===== src/rtl/spimb_pkg.sv =====
package spimb_pkg;

  typedef enum logic [1:0] {
    SEQ_IDLE  = 2'd0,
    SEQ_WRITE = 2'd1,
    SEQ_STEP  = 2'd2,
    SEQ_FETCH = 2'd3
  } seq_state_t;

  typedef struct packed {
    logic sample;
    logic shift;
  } sck_evt_t;

endpackage


===== src/rtl/spimb_sync.sv =====
module spimb_sync #(
  parameter int           W       = 1,
  parameter logic [W-1:0] RST_VAL = '0
) (
  input  logic         clk,
  input  logic         rst_n,
  input  logic [W-1:0] d_async,
  output logic [W-1:0] q_sync
);

  genvar i;
  generate
    for (i = 0; i < W; i++) begin : g_bit
      logic meta_q;
      logic stab_q;

      always_ff @(posedge clk or negedge rst_n) begin
        if (!rst_n) begin
          meta_q <= RST_VAL[i];
          stab_q <= RST_VAL[i];
        end else begin
          meta_q <= d_async[i];
          stab_q <= meta_q;
        end
      end

      assign q_sync[i] = stab_q;
    end
  endgenerate

endmodule


===== src/rtl/spimb_edge.sv =====
module spimb_edge
  import spimb_pkg::*;
(
  input  logic     clk,
  input  logic     rst_n,
  input  logic     sck_s,
  input  logic     cpol,
  input  logic     cpha,
  output sck_evt_t evt
);

  logic sck_prev_q;
  logic sck_prev_n;
  logic toggled;
  logic leading;
  logic trailing;

  always_comb begin
    sck_prev_n = sck_s;
    toggled    = sck_s ^ sck_prev_q;
    leading    = toggled & (sck_s != cpol);
    trailing   = toggled & (sck_s == cpol);
    evt.sample = cpha ? trailing : leading;
    evt.shift  = cpha ? leading  : trailing;
  end

  always_ff @(posedge clk or negedge rst_n) begin
    if (!rst_n) sck_prev_q <= 1'b0;
    else        sck_prev_q <= sck_prev_n;
  end

  AST_SCK_RATE: assert property (@(posedge clk) disable iff (!rst_n)
    (evt.sample || evt.shift) |=> !(evt.sample || evt.shift));

endmodule


===== src/rtl/spimb_shift.sv =====
module spimb_shift #(
  parameter int DW = 8
) (
  input  logic          clk,
  input  logic          rst_n,
  input  logic          active,
  input  logic          mosi_s,
  input  logic          sample,
  input  logic          shift,
  input  logic          load,
  input  logic [DW-1:0] load_data,
  output logic          miso,
  output logic          word_done,
  output logic [DW-1:0] word
);

  localparam int             CW   = (DW > 2) ? $clog2(DW) : 1;
  localparam logic [CW-1:0]  LAST = CW'(DW - 1);

  logic [CW-1:0] bit_cnt_q, bit_cnt_n;
  logic [DW-2:0] rx_sr_q,   rx_sr_n;
  logic [DW-1:0] tx_sr_q,   tx_sr_n;
  logic          cnt_en, rx_en, tx_en;

  always_comb begin
    word      = {rx_sr_q, mosi_s};
    word_done = active & sample & (bit_cnt_q == LAST);

    bit_cnt_n = bit_cnt_q;
    rx_sr_n   = rx_sr_q;
    tx_sr_n   = tx_sr_q;
    cnt_en    = 1'b0;
    rx_en     = 1'b0;
    tx_en     = 1'b0;

    if (!active) begin
      bit_cnt_n = '0;
      rx_sr_n   = '0;
      tx_sr_n   = '0;
      cnt_en    = 1'b1;
      rx_en     = 1'b1;
      tx_en     = 1'b1;
    end else begin
      if (sample) begin
        rx_sr_n   = word[DW-2:0];
        bit_cnt_n = (bit_cnt_q == LAST) ? '0 : bit_cnt_q + 1'b1;
        cnt_en    = 1'b1;
        rx_en     = 1'b1;
      end
      if (load) begin
        tx_sr_n = load_data;
        tx_en   = 1'b1;
      end else if (shift && (bit_cnt_q != '0)) begin
        tx_sr_n = {tx_sr_q[DW-2:0], 1'b0};
        tx_en   = 1'b1;
      end
    end
  end

  always_ff @(posedge clk or negedge rst_n) begin
    if (!rst_n) begin
      bit_cnt_q <= '0;
      rx_sr_q   <= '0;
      tx_sr_q   <= '0;
    end else begin
      if (cnt_en) bit_cnt_q <= bit_cnt_n;
      if (rx_en)  rx_sr_q   <= rx_sr_n;
      if (tx_en)  tx_sr_q   <= tx_sr_n;
    end
  end

  assign miso = tx_sr_q[DW-1];

  AST_MISO_QUIET: assert property (@(posedge clk) disable iff (!rst_n)
    !active |=> !miso);

  AST_LOAD_BETWEEN_WORDS: assert property (@(posedge clk) disable iff (!rst_n)
    load |-> (bit_cnt_q == '0));

endmodule


===== src/rtl/spimb_seq.sv =====
module spimb_seq
  import spimb_pkg::*;
#(
  parameter int DW = 8,
  parameter int AW = 8
) (
  input  logic          clk,
  input  logic          rst_n,
  input  logic          active,
  input  logic          word_done,
  input  logic [DW-1:0] word,
  input  logic [DW-1:0] rdata,
  output logic [AW-1:0] addr,
  output logic [DW-1:0] wdata,
  output logic          rd,
  output logic          we,
  output logic          load,
  output logic [DW-1:0] load_data
);

  localparam logic [AW-1:0] ADDR_ONE = AW'(1);

  seq_state_t    state_q, state_n;
  logic          in_data_q, in_data_n;
  logic [AW-1:0] addr_q, addr_n;
  logic [DW-1:0] wdata_q, wdata_n;
  logic          addr_en, wdata_en;

  always_comb begin
    state_n   = state_q;
    in_data_n = in_data_q;
    addr_n    = addr_q;
    wdata_n   = wdata_q;
    addr_en   = 1'b0;
    wdata_en  = 1'b0;

    case (state_q)
      SEQ_IDLE: begin
        if (word_done) begin
          if (!in_data_q) begin
            addr_n    = AW'(word);
            addr_en   = 1'b1;
            in_data_n = 1'b1;
            state_n   = SEQ_FETCH;
          end else begin
            wdata_n  = word;
            wdata_en = 1'b1;
            state_n  = SEQ_WRITE;
          end
        end
      end
      SEQ_WRITE: state_n = SEQ_STEP;
      SEQ_STEP: begin
        addr_n  = addr_q + ADDR_ONE;
        addr_en = 1'b1;
        state_n = SEQ_FETCH;
      end
      SEQ_FETCH: state_n = SEQ_IDLE;
      default:   state_n = SEQ_IDLE;
    endcase

    if (!active) in_data_n = 1'b0;
  end

  always_ff @(posedge clk or negedge rst_n) begin
    if (!rst_n) begin
      state_q   <= SEQ_IDLE;
      in_data_q <= 1'b0;
      addr_q    <= '0;
      wdata_q   <= '0;
    end else begin
      state_q   <= state_n;
      in_data_q <= in_data_n;
      if (addr_en)  addr_q  <= addr_n;
      if (wdata_en) wdata_q <= wdata_n;
    end
  end

  always_comb begin
    addr      = addr_q;
    wdata     = wdata_q;
    rd        = (state_q == SEQ_FETCH);
    we        = (state_q == SEQ_WRITE);
    load      = rd;
    load_data = rdata;
  end

  AST_WORD_WHEN_IDLE: assert property (@(posedge clk) disable iff (!rst_n)
    word_done |-> (state_q == SEQ_IDLE));

  AST_ADDR_LATCH: assert property (@(posedge clk) disable iff (!rst_n)
    (word_done && !in_data_q) |=> (rd && (addr == AW'($past(word)))));

  AST_WDATA_PRESENT: assert property (@(posedge clk) disable iff (!rst_n)
    (word_done && in_data_q) |=> (we && (wdata == $past(word))));

  AST_WE_ADDR_HELD: assert property (@(posedge clk) disable iff (!rst_n)
    we |=> (addr == $past(addr)));

  AST_STEP_AFTER_WE: assert property (@(posedge clk) disable iff (!rst_n)
    we |-> ##2 (rd && (addr == $past(addr, 2) + ADDR_ONE)));

  AST_RD_PULSE: assert property (@(posedge clk) disable iff (!rst_n)
    rd |=> !rd);

  AST_WE_PULSE: assert property (@(posedge clk) disable iff (!rst_n)
    we |=> !we);

endmodule


===== src/rtl/spi_mem_bridge.sv =====
module spi_mem_bridge
  import spimb_pkg::*;
#(
  parameter int DW = 8,
  parameter int AW = 8
) (
  input  logic          clk,
  input  logic          rst_n,
  input  logic          cfg_cpol,
  input  logic          cfg_cpha,
  input  logic          spi_sck,
  input  logic          spi_mosi,
  input  logic          spi_ss_n,
  output logic          spi_miso,
  output logic [AW-1:0] mem_addr,
  output logic          mem_rd,
  input  logic [DW-1:0] mem_rdata,
  output logic          mem_we,
  output logic [DW-1:0] mem_wdata
);

  localparam int NSYNC = 3;

  logic [1:0]       rst_pipe_q;
  logic             rst_s_n;
  logic [NSYNC-1:0] pins_s;
  logic             ss_n_s, sck_s, mosi_s;
  logic             active;
  sck_evt_t         evt;
  logic             word_done;
  logic [DW-1:0]    word;
  logic             load;
  logic [DW-1:0]    load_data;

  always_ff @(posedge clk or negedge rst_n) begin
    if (!rst_n) rst_pipe_q <= 2'b00;
    else        rst_pipe_q <= {rst_pipe_q[0], 1'b1};
  end
  assign rst_s_n = rst_pipe_q[1];

  spimb_sync #(.W(NSYNC), .RST_VAL(3'b100)) u_sync (
    .clk     (clk),
    .rst_n   (rst_s_n),
    .d_async ({spi_ss_n, spi_sck, spi_mosi}),
    .q_sync  (pins_s)
  );

  assign ss_n_s = pins_s[2];
  assign sck_s  = pins_s[1];
  assign mosi_s = pins_s[0];
  assign active = ~ss_n_s;

  spimb_edge u_edge (
    .clk   (clk),
    .rst_n (rst_s_n),
    .sck_s (sck_s),
    .cpol  (cfg_cpol),
    .cpha  (cfg_cpha),
    .evt   (evt)
  );

  spimb_shift #(.DW(DW)) u_shift (
    .clk       (clk),
    .rst_n     (rst_s_n),
    .active    (active),
    .mosi_s    (mosi_s),
    .sample    (evt.sample),
    .shift     (evt.shift),
    .load      (load),
    .load_data (load_data),
    .miso      (spi_miso),
    .word_done (word_done),
    .word      (word)
  );

  spimb_seq #(.DW(DW), .AW(AW)) u_seq (
    .clk       (clk),
    .rst_n     (rst_s_n),
    .active    (active),
    .word_done (word_done),
    .word      (word),
    .rdata     (mem_rdata),
    .addr      (mem_addr),
    .wdata     (mem_wdata),
    .rd        (mem_rd),
    .we        (mem_we),
    .load      (load),
    .load_data (load_data)
  );

  AST_RD_WE_EXCL: assert property (@(posedge clk) disable iff (!rst_s_n)
    !(mem_rd && mem_we));

  AST_CFG_STEADY: assert property (@(posedge clk) disable iff (!rst_s_n)
    (active && $past(active)) |-> ($stable(cfg_cpol) && $stable(cfg_cpha)));

endmodule


===== config.mk =====
export PLATFORM = sky130hd
export DESIGN_NAME = spi_mem_bridge
export DESIGN_NICKNAME = d
export VERILOG_FILES = /design/src/rtl/spimb_pkg.sv /design/src/rtl/spimb_sync.sv /design/src/rtl/spimb_edge.sv /design/src/rtl/spimb_shift.sv /design/src/rtl/spimb_seq.sv /design/src/rtl/spi_mem_bridge.sv
export SDC_FILE = /design/constraint.sdc
export NUM_CORES = 1
export LEC_CHECK = 0
export BUFFER_PORTS_ARGS = -buffer_cell sky130_fd_sc_hd__buf_2
export CORE_MARGIN = 2
export CORE_UTILIZATION = 45
export CTS_BUF_LIST = sky130_fd_sc_hd__clkbuf_8
export DETAILED_ROUTE_END_ITERATION = 12
export PLACE_DENSITY = 0.64
export SETUP_SLACK_MARGIN = 0.02
export SKIP_LAST_GASP = 1
export SYNTH_ARGS = -nofsm -noshare
export SYNTH_HDL_FRONTEND = slang
export SYNTH_HIERARCHICAL = 1
export SYNTH_SLANG_ARGS = --single-unit

===== constraint.sdc =====
create_clock -name clk -period 3.5 [get_ports clk]
set_input_delay 0.175 -clock clk [delete_from_list [all_inputs] [get_ports clk]]
set_output_delay 0.175 -clock clk [all_outputs]
set_load 0.005 [all_outputs]

==> results of run 1 <==
-- area by class of cell --
type	instances	area, um2	area share [%]
well taps	70	87.58	3.356
inverters	10	37.54	1.438
clock inverters	1	8.758	0.3356
multi-input cells	134	1012	38.78
flip-flops and latches	46	1155	44.25
clock buffers	7	96.34	3.691
repair buffers	38	212.7	8.150
-- cell usage after synthesis, types with 4 or more instances --
cell type / n
nand3_1: 4
inv_1: 9
nor2_1: 27
buf_4: 15
o22ai_1: 5
a21oi_1: 8
mux2_4: 7
o21ai_0: 7
mux2_2: 10
dfrtp_1: 44
mux2i_1: 19
nor3_1: 4
nand2b_1: 5
nand2_1: 4
ha_1: 8
-- power breakdown --
group | switching [W] | internal [W] | leakage [nW] | total (W)
Combinational | 0.0000233 | 0.0000270 | 0.587 | 0.0000504
Sequential | 0.0000155 | 0.000541 | 0.602 | 0.000556
Clock | 0.000178 | 0.000181 | 0.0544 | 0.000359
-- state kept, by name, summed over array words and instances, names as in the netlist --
signal / flops
u_shift/bit_cnt_q: 3
u_shift/tx_sr_q: 8
rst_pipe_q: 2
u_seq/addr: 8
u_seq/state_q: 2
u_shift/rx_sr_q: 7
u_sync/g_bit.meta_q: 3
u_edge/sck_prev_q: 1
u_sync/g_bit.stab_q: 3
u_seq/in_data_q: 1
u_seq/wdata: 8
-- metal layers --
layer	global-route usage [%]	share of wire, %	wire, um	vias to the layer above
met1	21.22	50	1961	737
met2	22.92	45	1775	21
met5	0	0	0	-
met4	5.455	1.5	59	0
li1	-	-	-	762
met3	4.739	3.4	134	5
-- stage by stage --
step                cell area (um2)  util [%]  power (W)  instances
finish                         2610     51.43  0.0009652        306
global route                   2610     51.43   0.001011        306
CTS                            2610     51.43  0.0009808        306
detailed placement             2465     48.57  0.0006156        294
global placement               2465     48.57  0.0006144        294
floorplan                      2356         -  0.0006083        211
-- logic make-up after synthesis --
family | synth area share, %
fa+ha+maj | 4.249
mux | 17.31
flops | 48.96
xor+xnor | 0.7436
other cells | 0.1592
simple gates | 12.37
buf+inv | 8.072
compound gates | 8.126
-- worst max-delay path, cell delays in order, from the launching register on --
cell and delay, ns:
dfrtp_1 0.39, nand2b_1 0.16, mux2i_1 0.14, buf_4 0.23
and3_1 0.31, nand2b_1 0.24, and2_4 0.24, a221o_1 0.33
-- path summary, 6_finish.rpt --
check / from / endpoint
setup / recovery: u_sync/g_bit[1].stab_q / u_seq/addr[1]
hold / removal: mem_rdata[0] / u_shift/tx_sr_q[0]
setup reg to reg: u_sync/g_bit[1].stab_q / u_seq/addr[1]
hold reg to reg: u_sync/g_bit[1].meta_q / u_sync/g_bit[1].stab_q
max in group asynchronous: rst_pipe_q[1] / u_seq/addr[1]
min in group asynchronous: rst_n / rst_pipe_q[0]
==> impl_metrics.ini, run 1 <==
[synth]
ys_ff_latch = 46
yosys_warnings = 6
synthCells = 211
yosys.area.top_type = dfrtp_1
yosysTopAreaCellShare_pct = 46.73
avgSynthCellArea_um2 = 11.17
synth_nets = 234
synthFlopType = dfrtp_1
yosysUniqueCellTypes = 43
async_flop_share_pct = 100.0
synthTopCellsByArea = dfrtp_1 (47%), mux2i_1 (8.1%), buf_4 (4.8%)
syn_area_um2 = 2356
ys_seq_area_share_pct = 48.96
synth_edf_count = 0

[route]
avgViaCountPerCell = 4.984
wl_per_cell_um = 12.84
num_vias = 1525
dr.pass1.iters = 5
postRouteAntennaNets = 0
drc_errors = 0
first_iter_violations = 158
routed_wl_um = 3930

[run]
drv_cap = 0

[critical_path]
cp-end-kind = flip-flop
path_class = reg -> reg
cp_max_fo = 11
crit_path_start_kind = flip-flop
reg2reg_depth = 7
cp.arrival_ns = 2.36
reg2reg_slack_ns = 1.33
required_ns = 3.69

[clocking]
clockBufferDepth = 2
cts_buffers = 5
cts-root-buf = clkbuf_8
cts_tree = built
clock-sinks = 46
cts_hold_buf = 4
cts_setup_buffers = 0
clock_latency_ns = 0.30
cts.htree.levels = 2
path_clk_slew_ns = 0.08
post_cts_resized = 0

[status]
status = finished clean

[placed_design]
port_buffers = 33
dp_hpwl_um = 2718
post-place-ws_ns = 1.246
gp_congestion = 0.7968

[sta]
hold_violations = 0
finalSetupViolations = 0
final.setup_skew_ns = 0.001229
fmax_mhz = 461.7
max_slew_margin_pct = 37.37
timing.hold.ws_ns = 0.1239
period_needed_ns = 2.166
grt_setup_unrepaired = false
maxSlewViolCount = 0
finalCritPeriodShare_pct = 61.88
fin_ws_ns = 1.334
tightest_slew_ns = 0.9394
setup_tns_ns = 0

[pwr]
p_per_area_nw_per_um2 = 369.8
ir_drop_mv = 0.2189
leakage_nw = 1.243

[floorplanning]
die_w_um = 76.36
core_um2 = 5075
num_io_pins = 34
fp-row-count = 26
die_h_um = 76.36
die-area_um2 = 5830
start_util_pct = 46.43

[hold_path]
whs_path_depth = 3
hold_class = in -> reg

[finish]
final.fill_count = 476
final_cell_mix = dfrtp_1 (43), buf_2 (33), nor2_1 (27)
layout_commonest_cell = dfrtp_1
final_nets = 258
syn2layout_area_growth_pct = 10.78
diodes = 0
drive_above_1_share_pct = 29.24

[global_route]
antenna_found_initial = 0
grt_pass1_wl_um = 7127
grt_overflow = 0
grt_use_total_pct = 15.36
grt_max_degree = 45
grt_pass1_vias = 1496
No activity file was read; power rests on OpenSTA's default activity.
==> inputs of run 2 (changes only) <==
--- a/config.mk
+++ b/config.mk
@@ -10,7 +10,7 @@
 export CORE_UTILIZATION = 45
 export CTS_BUF_LIST = sky130_fd_sc_hd__clkbuf_8
 export DETAILED_ROUTE_END_ITERATION = 12
-export PLACE_DENSITY = 0.64
+export PLACE_DENSITY = 0.67
 export SETUP_SLACK_MARGIN = 0.02
 export SKIP_LAST_GASP = 1
 export SYNTH_ARGS = -nofsm -noshare
==> constraint.sdc (replaced) <==
create_clock -name clk -period 1.8 [get_ports clk]
set_input_delay 0.09 -clock clk [delete_from_list [all_inputs] [get_ports clk]]
set_output_delay 0.09 -clock clk [all_outputs]
set_load 0.005 [all_outputs]
==> run 2 against run 1 <==
Compared with the run above: first-iteration DRC count up 29%; combinational power increased to 2.7 times the previous value; clock power grew 81%; sequential share of layout area is 2.8 points lower; critical path type unchanged; largest cell class unchanged.
==> impl_metrics.ini, run 2 (synthesis results as in run 1) <==
[critical_path]
reg2reg_depth = 7
crit_path_max_incr_delay_ns = 0.41
endpoint = u_seq/addr[3]
reg2reg_slack_ns = 0.04
cp-end-kind = flip-flop
cp_max_fo = 4
crit_path_start_kind = flip-flop
path_class = reg -> reg
crit-reg2reg-launch = u_shift/bit_cnt_q[1]
slowest_stage = dfrtp_1
startpoint = u_shift/bit_cnt_q[1]
path_delay_family = flip-flops
cp.depth = 7
cp_cell_sequence = ha_2 -> ha_4 -> and3_4 -> nand3b_1 -> mux2_2 -> o22ai_1 -> a21oi_1
cp.arrival_ns = 1.95
required_ns = 1.99
worstReg2RegEnd = u_seq/addr[3]
path_buf_inv = 0

[sta]
period_needed_ns = 1.760
fmax_mhz = 568.3
final.setup_skew_ns = 0.008637
hold_violations = 0
fin_ws_ns = 0.04042
grt_setup_unrepaired = true
setup_tns_ns = 0
finalSetupViolations = 0
maxSlewViolCount = 0
finalCritPeriodShare_pct = 97.75
timing.hold.ws_ns = 0.03389

[route]
dr.pass1.iters = 5
num_vias = 1619
routed_wl_um = 4173
drc_errors = 0
wl_per_cell_um = 13.08
avgViaCountPerCell = 5.075
first_iter_violations = 204
postRouteAntennaNets = 0

[pwr]
p_total_w = 0.001860
switchingPower_w = 0.0004541
p_int_w = 0.001406
clockPowerShare_pct = 35.0
pwr-share-seq_pct = 57.6
combPwrFrac_pct = 7.4
leakage_nw = 1.301
ir_drop_mv = 0.3933
swShare_pct = 24.41
p_per_area_nw_per_um2 = 668.2

[finish]
final.fill_count = 473
layout_commonest_cell = dfrtp_1
design_area_um2 = 2784
final_cell_mix = dfrtp_1 (43), buf_2 (33), nor2_1 (27)
drive_above_1_share_pct = 36.95
final_nets = 271
syn2layout_area_growth_pct = 18.16
diodes = 0

[clocking]
clock_latency_ns = 0.30
cts.htree.levels = 2
clockBufferDepth = 2
path_clk_slew_ns = 0.09
cts-root-buf = clkbuf_8
cts_tree = built
cts_buffers = 5
clock-sinks = 46

[global_route]
grt_use_total_pct = 15.73
grt_pass1_wl_um = 7355
antenna_found_initial = 0
grt_max_degree = 25
grt_overflow = 0
grt_pass1_vias = 1572

[status]
status = finished clean

[floorplanning]
die_w_um = 76.36
num_io_pins = 34
fp-row-count = 26
start_util_pct = 46.43
die-area_um2 = 5830
core_um2 = 5075
die_h_um = 76.36

[placed_design]
place_area_um2 = 2592
post-place-ws_ns = -0.07231
port_buffers = 33
dp_hpwl_um = 2971
gp_congestion = 0.8370

[hold_path]
hold_class = in -> reg

[run]
drv_cap = 0
==> run 2: what timing repair did <==
| item | CTS | global route |
|---|---|---|
| setup buffers | 1 | 0 |
| setup endpoints to repair | 6 | 19 |
| hold buffers | 4 | 0 |
| gates resized for setup | 4 | 7 |
| cloned | 0 | 0 |
| pin swaps | 3 | 5 |
| endpoints found under the hold margin | 5 | 0 |
==> run 2: metrics by stage <==
step	util [%]	cells
3_5_place_dp	51.08	306
4_1_cts	54.12	319
5_1_grt	54.86	319
3_3_place_gp	51.08	306
2_1_floorplan	-	211
6_report	54.86	319
==> run 2: routing by layer <==
metal | wire length [um] | GRT usage (%)
met1 | 2002 | 20.31
met2 | 1953 | 25.04
met3 | 189 | 4.858
met4 | 27 | 5.636
met5 | 0 | 0
==> run 2: worst min-delay path by stage <==
| stage | start | endpoint | slack [ns] | depth (start not counted) |
|---|---|---|---|---|
| after detailed placement | rst_n | rst_pipe_q[0] | -0.12 | 1 |
| after floorplan | rst_n | rst_pipe_q[0] | -0.21 | 0 |
| final | mem_rdata[0] | u_shift/tx_sr_q[0] | 0.03 | 3 |
| after global routing | mem_rdata[0] | u_shift/tx_sr_q[0] | 0.02 | 3 |
| after global placement | rst_n | rst_pipe_q[0] | -0.12 | 1 |
| after CTS | mem_rdata[0] | u_shift/tx_sr_q[0] | 0.03 | 3 |
==> run 2: worst reg2reg max path, delay by kind of cell (launching register included) <==
kind	cells	cell delay, ns
compound gates	2	0.20
fa+ha+maj	2	0.35
simple gates	2	0.33
mux	1	0.36
flops	1	0.41
==> run 2: final cells by class <==
type	instances	area, um2	area share, %
clock buffers	5	68.82	2.472
clock inverters	3	25.02	0.8989
inverters	10	37.54	1.348
multi-input cells	134	1084	38.92
flip-flops and latches	46	1155	41.48
well taps	70	87.58	3.146
repair buffers	51	326.6	11.73
==> run 2: power groups by stage <==
stage	Combinational [W]	Clock (W)	Sequential [W]
global route	0.000152	0.000722	0.00108
CTS	0.000140	0.000678	0.00107
finish	0.000138	0.000650	0.00107
global placement	0.000129	0	0.00109
detailed placement	0.000132	0	0.00109
floorplan	0.0000997	0	0.00109
